**config.mk**
```make
export PLATFORM = sky130hd
export DESIGN_NAME = bmu_top
export DESIGN_NICKNAME = d
export VERILOG_FILES = /design/src/rtl/bmu_pkg.sv /design/src/rtl/bmu_mul.sv /design/src/rtl/bmu_div.sv /design/src/rtl/bmu_top.sv
export SDC_FILE = /design/constraint.sdc
export NUM_CORES = 1
export LEC_CHECK = 0
export BUFFER_PORTS_ARGS = -buffer_cell sky130_fd_sc_hd__buf_4
export CAP_MARGIN = 30
export CORE_UTILIZATION = 37
export DETAILED_ROUTE_END_ITERATION = 12
export HOLD_SLACK_MARGIN = 0.12
export PLACE_DENSITY = 0.58
export SYNTH_ARGS = -nofsm -noshare
export SYNTH_HDL_FRONTEND = slang
export SYNTH_SLANG_ARGS = --single-unit
```
**constraint.sdc**
```tcl
create_clock -name clk -period 5.3 [get_ports clk]
set_input_delay 1.59 -clock clk [delete_from_list [all_inputs] [get_ports clk]]
set_output_delay 1.59 -clock clk [all_outputs]
set_load 0.01 [all_outputs]
```
**src/rtl/bmu_pkg.sv**
```systemverilog
package bmu_pkg;
  localparam int OP_W  = 16;
  localparam int RES_W = 2 * OP_W;
  localparam int OPR_N = 8;

  localparam logic [3:0] OFS_MUL_HI = 4'h5;
  localparam logic [3:0] OFS_DIV_HI = 4'h7;
  localparam logic [3:0] OFS_MODE   = 4'hE;
  localparam logic [3:0] OFS_FLAG   = 4'hF;
  localparam logic [7:0] FLAG_SET   = 8'h80;
endpackage

```
**src/rtl/bmu_mul.sv**
```systemverilog
module bmu_mul #(
  parameter int W = 16
) (
  input  logic           clk,
  input  logic           rst_n,
  input  logic           start,
  input  logic           kill,
  input  logic           sgn,
  input  logic [W-1:0]   op_a,
  input  logic [W-1:0]   op_b,
  output logic           busy,
  output logic           done,
  output logic [2*W-1:0] prod
);
  localparam int CW = $clog2(W);

  logic [2*W-1:0] acc, mcand, step_sum;
  logic [W-1:0]   mplier, a_mag, b_mag;
  logic [CW-1:0]  cnt;
  logic           neg;

  always_comb begin
    a_mag    = (sgn && op_a[W-1]) ? -op_a : op_a;
    b_mag    = (sgn && op_b[W-1]) ? -op_b : op_b;
    step_sum = acc + (mplier[0] ? mcand : '0);
  end

  always_ff @(posedge clk or negedge rst_n) begin
    if (!rst_n) begin
      acc <= '0; mcand <= '0; mplier <= '0; cnt <= '0;
      neg <= 1'b0; busy <= 1'b0; done <= 1'b0; prod <= '0;
    end else begin
      done <= 1'b0;
      if (start) begin
        acc    <= '0;
        mcand  <= {{W{1'b0}}, a_mag};
        mplier <= b_mag;
        cnt    <= CW'(W - 1);
        neg    <= sgn && (op_a[W-1] ^ op_b[W-1]);
        busy   <= 1'b1;
      end else if (kill) begin
        busy <= 1'b0;
      end else if (busy) begin
        acc    <= step_sum;
        mcand  <= mcand << 1;
        mplier <= mplier >> 1;
        cnt    <= cnt - 1'b1;
        if (cnt == '0) begin
          busy <= 1'b0;
          done <= 1'b1;
          prod <= neg ? -step_sum : step_sum;
        end
      end
    end
  end
endmodule

```
**src/rtl/bmu_div.sv**
```systemverilog
module bmu_div #(
  parameter int W = 16
) (
  input  logic           clk,
  input  logic           rst_n,
  input  logic           start,
  input  logic           kill,
  input  logic           sgn,
  input  logic [2*W-1:0] dividend,
  input  logic [W-1:0]   divisor,
  output logic           busy,
  output logic           done,
  output logic [2*W-1:0] quo,
  output logic [W-1:0]   rmd
);
  localparam int NW = 2 * W;
  localparam int CW = $clog2(NW);

  logic [NW-1:0] q, n_mag, nq;
  logic [W-1:0]  r, d, d_mag, nr;
  logic [W:0]    sh, trial;
  logic [CW-1:0] cnt;
  logic          qneg, rneg, ge;

  always_comb begin
    n_mag = (sgn && dividend[NW-1]) ? -dividend : dividend;
    d_mag = (sgn && divisor[W-1])   ? -divisor  : divisor;
    sh    = {r, q[NW-1]};
    trial = sh - {1'b0, d};
    ge    = !trial[W];
    nr    = ge ? trial[W-1:0] : sh[W-1:0];
    nq    = {q[NW-2:0], ge};
  end

  always_ff @(posedge clk or negedge rst_n) begin
    if (!rst_n) begin
      q <= '0; r <= '0; d <= '0; cnt <= '0; qneg <= 1'b0; rneg <= 1'b0;
      busy <= 1'b0; done <= 1'b0; quo <= '0; rmd <= '0;
    end else begin
      done <= 1'b0;
      if (start) begin
        if (divisor == '0) begin
          busy <= 1'b0;
          done <= 1'b1;
          quo  <= '1;
          rmd  <= dividend[W-1:0];
        end else begin
          q    <= n_mag;
          r    <= '0;
          d    <= d_mag;
          cnt  <= CW'(NW - 1);
          qneg <= sgn && (dividend[NW-1] ^ divisor[W-1]);
          rneg <= sgn && dividend[NW-1];
          busy <= 1'b1;
        end
      end else if (kill) begin
        busy <= 1'b0;
      end else if (busy) begin
        q   <= nq;
        r   <= nr;
        cnt <= cnt - 1'b1;
        if (cnt == '0) begin
          busy <= 1'b0;
          done <= 1'b1;
          quo  <= qneg ? -nq : nq;
          rmd  <= rneg ? -nr : nr;
        end
      end
    end
  end
endmodule

```
**src/rtl/bmu_top.sv**
```systemverilog
module bmu_top
  import bmu_pkg::*;
(
  input  logic       clk,
  input  logic       rst_n,
  input  logic       wr_en,
  input  logic       rd_en,
  input  logic [3:0] addr,
  input  logic [7:0] wdata,
  output logic [7:0] rdata
);
  logic [7:0]       opr [OPR_N];
  logic [RES_W-1:0] res_q;
  logic [OP_W-1:0]  rem_q;
  logic [7:0]       mode_q;
  logic             fin_q;

  logic wr_mode, mul_go, div_go, rd_flag, done_any;
  logic mul_busy, mul_done, div_busy, div_done;
  logic [RES_W-1:0] mul_res, div_q;
  logic [OP_W-1:0]  div_r;

  assign wr_mode  = wr_en && (addr == OFS_MODE);
  assign mul_go   = wr_en && (addr == OFS_MUL_HI);
  assign div_go   = wr_en && (addr == OFS_DIV_HI);
  assign rd_flag  = rd_en && (addr == OFS_FLAG);
  assign done_any = mul_done || div_done;

  bmu_mul #(.W(OP_W)) u_mul (
    .clk(clk), .rst_n(rst_n), .start(mul_go), .kill(wr_mode | div_go),
    .sgn(mode_q[0]), .op_a({opr[1], opr[0]}), .op_b({wdata, opr[4]}),
    .busy(mul_busy), .done(mul_done), .prod(mul_res)
  );

  bmu_div #(.W(OP_W)) u_div (
    .clk(clk), .rst_n(rst_n), .start(div_go), .kill(wr_mode | mul_go),
    .sgn(mode_q[0]), .dividend({opr[3], opr[2], opr[1], opr[0]}),
    .divisor({wdata, opr[6]}),
    .busy(div_busy), .done(div_done), .quo(div_q), .rmd(div_r)
  );

  always_ff @(posedge clk or negedge rst_n) begin
    if (!rst_n) begin
      for (int i = 0; i < OPR_N; i++) opr[i] <= '0;
      res_q <= '0; rem_q <= '0; mode_q <= '0; fin_q <= 1'b0;
    end else begin
      if (wr_mode) begin
        for (int i = 0; i < OPR_N; i++) opr[i] <= '0;
        res_q  <= '0;
        rem_q  <= '0;
        mode_q <= wdata;
      end else begin
        if (wr_en && !addr[3]) opr[addr[2:0]] <= wdata;
        if (mul_done) res_q <= mul_res;
        if (div_done) begin
          res_q <= div_q;
          rem_q <= div_r;
        end
      end
      if (done_any && !wr_mode) fin_q <= 1'b1;
      else if (rd_flag)         fin_q <= 1'b0;
    end
  end

  always_comb begin
    rdata = '0;
    if (rd_en) begin
      case (addr)
        4'h8, 4'h9, 4'hA, 4'hB: rdata = res_q[8*addr[1:0] +: 8];
        4'hC, 4'hD:             rdata = rem_q[8*addr[0] +: 8];
        OFS_MODE:               rdata = mode_q;
        OFS_FLAG:               rdata = fin_q ? FLAG_SET : 8'h00;
        default:                rdata = opr[addr[2:0]];
      endcase
    end
  end
endmodule

```
# Yosys cells after proc, flatten, opt, wreduce, memory -nomap -nowiden
# Cells that the tools add are included.
# word_totals
output_inout_bits	8
latchBits	0
romBits	0
memories	0
inputBits	16
wordCells	179
ramBits	0
ff_bits	361
# op_classes
reduce_logical	33
div	0
multipliers	0
add_sub_neg	11
shifts	2
magnitude_cmp	2
muxes	79
n_eq_ne	14
bitwise_logic	8
# ops
cell	count
$mux W32	22
$mux W16	19
$mux W64	2
$neg A32 Y32	3
$bwmux W64	1
$neg A16 Y16	4
$mux W8	5
$add A32 B32 Y32	1
$eq A4 B4 Y1 const B	8
$pmux W8 S4	1
$shiftx A32 B6 Y8	1
$bmux W8 S3	1
$demux W8 S3	1
$mux W1	20
$mux W5	4
$sub A17 B16 Y17	1
$logic_not A16 Y1	1
$shiftx A16 B5 Y8	1
$logic_and A1 B1 Y1	12
$mux W4	3
$reduce_bool A2 Y1	6
$eq A4 B3 Y1 const B	2
$reduce_and A4 Y1	2
$ne A2 B2 Y1 const B	3
other kinds (18)	25

# Depth between registers and ports, before layout
# Gate-level depths: netlist of the first run.
# depth
word_depth	8
depth_mapped	21
mapped_depth_nobuf	19

# By module
# Synthesis of the first run repeated with hierarchy kept, for this count alone.
# hier_totals
cells_unflattened	2580
hier_area_um2	22770.6
# by_module_without_submodules
module	cells_per_inst	n_inst	area_per_inst_um2	seq_area_each_um2
bmu_mul	988	1	8219.1	2977.9
bmu_div	979	1	8164.1	3027.9
bmu_top	613	1	6387.4	3027.9

# Worst setup path before layout of the first run
# Ideal clock, no wire load.
# synth_path
kind	input to output
startpoint	input addr[0]
endpoint	output rdata[3]
arrival_time_ns	3.548
path_stages	6
required_ns	3.710
n_path_buf	3
slack_ns	0.162
cell_sequence	buf_2 buf_1 clkbuf_1 mux4_2 mux2i_1 a21oi_1
# synth_between
elab_chain_len	6
word_cells_on_any_way	18
cone_classes	eq/ne: 8; shift: 2; mux: 5; bitwise: 1; reduce/logical: 2
# synth_rtl
element	line_no	text
start, declared	bmu_top.sv:8	input logic [3:0] addr,
parallel branches: the longest is 4 deep, another holds $shiftx A32 B6 Y8	--	
$pmux W8 S4 (*)	bmu_top.sv:68	case (addr)
$mux W8 (*)	bmu_top.sv:67	if (rd_en) begin
end, declared	bmu_top.sv:10	output logic [7:0] rdata
# Every way passes the cells marked *. The select of a mux whose other input is x is not followed.

# Worst setup path after layout of the first run
# layout_path
startpoint	input addr[1]
endpoint	output rdata[2]
# The elaborated chain is that of the path after synthesis.

==> impl_metrics.tcl, run 1 <==
set metrics [dict create \
    outcome "complete, no violations" \
    hold_viol_final 0 \
    cts_hold_buf 0 \
    core_um2 58030 \
    worst-path-max-fanout 33 \
    busiest_layer "met2" \
    initialDrtViolationCount 1650 \
    grt_pass1_wl_mm 105.0 \
    pwr_density_cell_nw_per_um2 519.2 \
    use_met2 0.3637 \
    cts-root-buf "clkbuf_16" \
    synth_top_area_frac 0.4133 \
    drive_gt1_frac 0.07692 \
    post-cts-setup-buffers 0 \
    worstHoldEndpoint "u_div.rmd[5]" \
    rows 88 \
    grt_use_total 0.2225 \
    hp-class "register to register" \
    detail_route.vias_per_cell 5.627 \
    tritoncts "yes" \
    floorplan.initialDensity 0.3767 \
    seq_area_frac_synth 0.4133 \
    arrival_ns 3.32 \
    r2r_cells 19 \
    hpwl_mm 46.39 \
    slew_viol_final 0 \
    n_fill_cell 5762 \
    clkLatencyLatePin_ns 0.58 \
    cts_buffers 42 \
    setup_viol 0 \
    relSlewSlack 0.3164 \
    fp.dieH_um 245.0 \
    ioPinCount 24 \
    area_growth_pct 10.72 \
    grt_pass1_vias 17828 \
    gr-usage-met3 0.02810 \
    ys_async_sr_fraction 1.000 \
    totalPowerFinal_mw 12.57 \
    synth_cell_types 74 \
    routedWlPerCell_um 20.09 \
    holdPathStages 2 \
    yosys.area.top_type "dfrtp_1" \
    r2r-end "u_div.quo[26]" \
    ys.warnings.count 0 \
    drc 0 \
    first_pass_iters 6 \
    crit_type "input pin to output port" \
    syn_area_per_cell_um2 8.494 \
    period_minus_slack_ns 4.906 \
    worstPathRequired_ns 3.71 \
    grt-ovfl-total 0 \
    synth_edf_count 0 \
    final_antenna_net_count 0 \
    h-tree-depth 2 \
    min_from "u_div.rmd[5]" \
    synth-main-ff-cell "dfrtp_1" \
    syn_nets 2647 \
    r2r_slack_ns 0.43 \
    wirelength_mm 66.32 \
    port-buffer-count 23 \
    finalHoldWorstSlack_ns 0.4813 \
    layout.nets 2579 \
    finalClockSkew_ns 0.03885 \
    fin_setup_tns_ns 0 \
    cap_violations 0 \
    die_w_um 245.0 \
    ys_ff_latch 361 \
    rsz0062_at_grt "false" \
    via_count 18576 \
    clk_pin_slew_ns 0.06 \
    cp-end-kind "output port" \
    p_leak_nw 10.51 \
    critPathLaunchType "input pin" \
    grt_max_degree 111 \
    fin_util 0.4170 \
    reg2reg_from "u_div.q[31]" \
    min_period_over_period 0.9257 \
    worst_pin_slew_ns 1.023 \
    cts_resized 0 \
    ir_worst_vdd_uv 297.1 \
    fmax_mhz 203.8 \
    netlist_instances 2573 \
    dieArea_um2 60050 \
    yosys-top-cells-area "dfrtp_1 (41%), nand2_1 (7.4%), a21oi_1 (5.9%)" \
    place_congestion 0.9001 \
    antenna_found_initial 2 \
    synth_area_um2 21860 \
    cts.sinks 361 \
    clockBufferDepth 3 \
    grtUsageMet1 0.3058 \
]
## kinds of logic (layout without fill, tap and decap cells)
kind of cell	after synthesis	in the layout	share of synthesized area
xor gates and xnor gates	172	172	0.06893
other	0	1	0
AOI/OAI and AO/OA	671	671	0.1804
muxes	118	118	0.06841
adders and majority gates	58	58	0.03389
buffers and inverters	231	193	0.04042
DFF	361	361	0.4133
and+or+nand+nor	962	962	0.1946
## cell usage after synthesis, drive strengths merged, types with 7 or more instances
cell type	n
a211oi	18
a21o	17
a21oi	258
a22o	14
a31oi	41
and2	47
and3	13
buf	21
clkbuf	152
dfrtp	361
ha	56
inv	57
mux2	11
mux2i	83
mux4	24
nand2	428
nand2b	14
nand3	52
nand4	10
nor2	270
nor2b	15
nor3	32
o2111ai	8
o211ai	9
o21a	11
o21ai	212
o22ai	7
o31ai	27
o41ai	12
or3	38
or4	11
xnor2	70
xor2	102
## worst max-delay path by stage
stage | start | to | slack [ns] | cells past startpoint
6_report | addr[1] | rdata[2] | 0.39 | 8
4_1_cts | u_div.q[31] | u_div.quo[26] | 0.21 | 19
3_5_place_dp | u_div.q[31] | u_div.quo[26] | 0.25 | 19
3_3_place_gp | u_div.q[31] | u_div.quo[26] | 0.24 | 19
2_1_floorplan | addr[0] | rdata[3] | 0.16 | 6
5_1_grt | u_div.q[31] | u_div.quo[26] | 0.12 | 19
## per-layer routing
metal	up-vias	routed length, um
met5	-	0
met4	0	1666
met3	110	3325
met2	491	31600
met1	9172	29720
li1	8803	-
## sequential cells by signal, summed over array words and instances, names as in the netlist, 4 cells and up
signal,count
mode_q,8
opr,64
rem_q,16
res_q,32
u_div.cnt,5
u_div.d,16
u_div.q,32
u_div.quo,32
u_div.r,16
u_div.rmd,16
u_mul.acc,32
u_mul.cnt,4
u_mul.mcand,32
u_mul.mplier,16
u_mul.prod,32
## power breakdown
group,switching (mW),total (mW),internal [mW]
clock network,1.21,3.01,1.80
logic,3.01,5.01,2.00
registers,0.903,4.54,3.64
## critical path: stages
cell and delay (ns):
buf_4 0.35, nor2b_1 0.24, and2_1 0.42, nand2_1 0.12, o2111ai_1 0.12, nand2_1 0.08, a21oi_1 0.21, buf_4 0.17
## through the flow
step,setup slack (ns),cells,area [um^2]
after floorplan,0.1617,2573,21860
after global placement,0.2392,3224,22700
after detailed placement,0.2535,3224,22700
after CTS,0.2094,3298,24130
after global routing,0.1188,3300,24200
final,0.3941,3301,24200
## cell usage in the layout, fill, tap and decap left out, types with 5 or more instances in the layout
master and n:
o21ai_0 195, nor4_1 5, a21oi_1 256, o2111ai_1 8, nor2_1 268, xnor2_1 70
nand3b_1 5, a21o_1 17, buf_12 5, nor2b_1 15, ha_1 56, o21ai_1 16
o21a_1 11, or4_1 7, mux4_2 24, a22o_1 14, and2_1 46, clkbuf_8 12
dfrtp_1 359, mux2i_1 83, clkbuf_16 43, o22ai_1 7, a211oi_1 17, xor2_1 102
inv_1 57, o211ai_1 9, a31oi_1 41, or3_1 38, clkbuf_1 9, o31ai_1 23
nand3_1 51, nor3_1 31, and3_1 11, nand2_1 426, buf_4 53, nand4_1 10
o41ai_1 10, nand2b_1 14, mux2_2 11
## area by class of cell
cell class,instances,area [um^2],share of cell area
clock inverter,10,153.9,0.006360
inverter,58,217.7,0.008996
multi-input combinational,1981,11990,0.4954
antenna,1,2.502,0.0001034
tap,765,957.2,0.03955
timing repair buffer,61,568.0,0.02347
sequential,361,9036,0.3734
clock buffer,64,1275,0.05269
Power figures use the tool's default switching activity.
==> run 2, diff against run 1 <==
--- a/config.mk
+++ b/config.mk
@@ -8,9 +8,11 @@
 export BUFFER_PORTS_ARGS = -buffer_cell sky130_fd_sc_hd__buf_4
 export CAP_MARGIN = 30
 export CORE_UTILIZATION = 37
+export CTS_BUF_LIST = sky130_fd_sc_hd__clkbuf_4 sky130_fd_sc_hd__clkbuf_8
 export DETAILED_ROUTE_END_ITERATION = 12
 export HOLD_SLACK_MARGIN = 0.12
 export PLACE_DENSITY = 0.58
+export REMOVE_ABC_BUFFERS = 1
 export SYNTH_ARGS = -nofsm -noshare
 export SYNTH_HDL_FRONTEND = slang
 export SYNTH_SLANG_ARGS = --single-unit
==> run 2 against run 1 <==
  * Sequential power hardly changed
  * Design area is 0.41% lower
  * Total power shrank 0.96%
  * Setup slack worse by 0.056 ns
  * Critical endpoint is now rdata[7]
  * Die area stayed put
  * Sequential share of layout area grew 0.15 points
  * Global-route usage grew 0.38 points
  * Via count grew 0.38%
==> impl_metrics.tcl, run 2 (synthesis gave the netlist of run 1 again) <==
set metrics [dict create \
    routedWlPerCell_um 20.11 \
    grt_max_degree 95 \
    cts_buffers 68 \
    via_count 18647 \
    crit_type "input pin to output port" \
    fp.dieH_um 245.0 \
    drive_gt1_frac 0.09441 \
    cp-end-kind "output port" \
    area_growth_pct 10.27 \
    setup_viol 0 \
    r2r_cells 19 \
    grt_use_total 0.2262 \
    dieArea_um2 60050 \
    layout_commonest_cell "nand2_1" \
    design_area_um2 24100 \
    crit_chain "buf_4, nor2b_1, and2_1, a21oi_1, nand3_1, o21ai_0, a21oi_1, buf_4" \
    floorplan.initialDensity 0.3767 \
    cts_resized 0 \
    relSlewSlack 0.3759 \
    largest_reg_flops 64 \
    slowest_delay_ns 0.41 \
    clockBufferDepth 3 \
    outcome "complete, no violations" \
    hold_viol_final 0 \
    cts_hold_buf 0 \
    core_um2 58030 \
    cts-root-buf "clkbuf_8" \
    p_leak_nw 10.52 \
    layout_common_cells "nand2_1 (426), dfrtp_1 (359), nor2_1 (268), a21oi_1 (256), o21ai_0 (195)" \
    tritoncts "yes" \
    clk_pin_slew_ns 0.06 \
    hpwl_mm 46.43 \
    layout.nets 2602 \
    cpMaxStageDelayCell "and2_1" \
    rows 88 \
    finalClockSkew_ns 0.03347 \
    rsz0062_at_grt "false" \
    grt-ovfl-total 0 \
    place_inst 3223 \
    first_pass_iters 7 \
    port-buffer-count 23 \
    die_w_um 245.0 \
    h-tree-depth 3 \
    worst_pin_slew_ns 0.9362 \
    largest_register "opr" \
    pwr_density_cell_nw_per_um2 516.4 \
    final_antenna_net_count 0 \
    initialDrtViolationCount 1680 \
    grt_pass1_vias 18096 \
    clkLatencyLatePin_ns 0.66 \
    critPathLaunchType "input pin" \
    ir_worst_vdd_uv 217.5 \
    post_dp_cell_area_um2 22710 \
    ioPinCount 24 \
    grt_pass1_wl_mm 106.7 \
    min_period_over_period 0.9363 \
    period_minus_slack_ns 4.962 \
    holdPathStages 2 \
    fmax_mhz 201.5 \
    wirelength_mm 67.16 \
    slew_viol_final 0 \
    final_cells 3340 \
    detail_route.vias_per_cell 5.583 \
    hp-class "register to register" \
    place_congestion 0.8791 \
    post-cts-setup-buffers 0 \
    antenna_found_initial 1 \
    worst-path-max-fanout 33 \
    totalPowerFinal_mw 12.44 \
    worstPathRequired_ns 3.71 \
    arrival_ns 3.37 \
    cap_violations 0 \
    drc 0 \
    cts.sinks 361 \
]
-- run 2: path summary, 6_finish.rpt --
kind,startpoint,slack [ns],to
max,addr[1],0.34,rdata[7]
min,u_mul.prod[2],0.48,u_mul.prod[2]
max reg2reg,u_div.q[31],0.37,u_div.quo[26]
min reg2reg,u_mul.prod[2],0.48,u_mul.prod[2]
max in group asynchronous,rst_n,3.38,u_div.r[5]
min in group asynchronous,rst_n,1.00,u_mul.acc[21]
-- run 2: worst max-delay path, delay by kind of cell --
family | cells | cell delay (ns)
AO/OA/AOI/OAI | 3 | 0.44
AND/OR/NAND/NOR | 3 | 0.76
buffers and inverters | 2 | 0.55
-- run 2: routing by layer --
metal	wire length [um]	track usage	part of all wire
met4	2357	0.09485	0.035
met1	32310	0.3284	0.48
met2	28830	0.3324	0.43
met3	3662	0.03477	0.055
met5	0	0	0
-- run 2: cell type report --
type / instances / area (um^2)
diodes: 1 / 2.502
flip-flops and latches: 361 / 9036
well taps: 765 / 957.2
fillers: 5757 / 33930
repair buffers: 58 / 518.0
clock buffers: 102 / 1279
clock inverters: 14 / 101.3
multi-input cells: 1981 / 11990
inverters: 58 / 217.7
-- run 2: power breakdown --
| group | internal, mW | total [mW] | switching [mW] | leakage (nW) |
|---|---|---|---|---|
| sequential | 3.64 | 4.54 | 0.900 | 4.74 |
| clock | 1.55 | 2.82 | 1.27 | 0.733 |
| combinational | 1.97 | 5.08 | 3.10 | 5.05 |
| total | 7.17 | 12.4 | 5.28 | 10.5 |
-- run 2: stage by stage --
step	worst slack [ns]	TNS, ns	util	hold slack (ns)
after global routing	0.1030	0	0.4153	0.5116
after CTS	0.1465	0	0.4151	0.4821
after detailed placement	0.1679	0	0.3913	0.4654
final	0.3377	0	0.4153	0.4757
after floorplan	-2.727	-402.71	-	0.4385
after global placement	0.2189	0	0.3913	0.4557
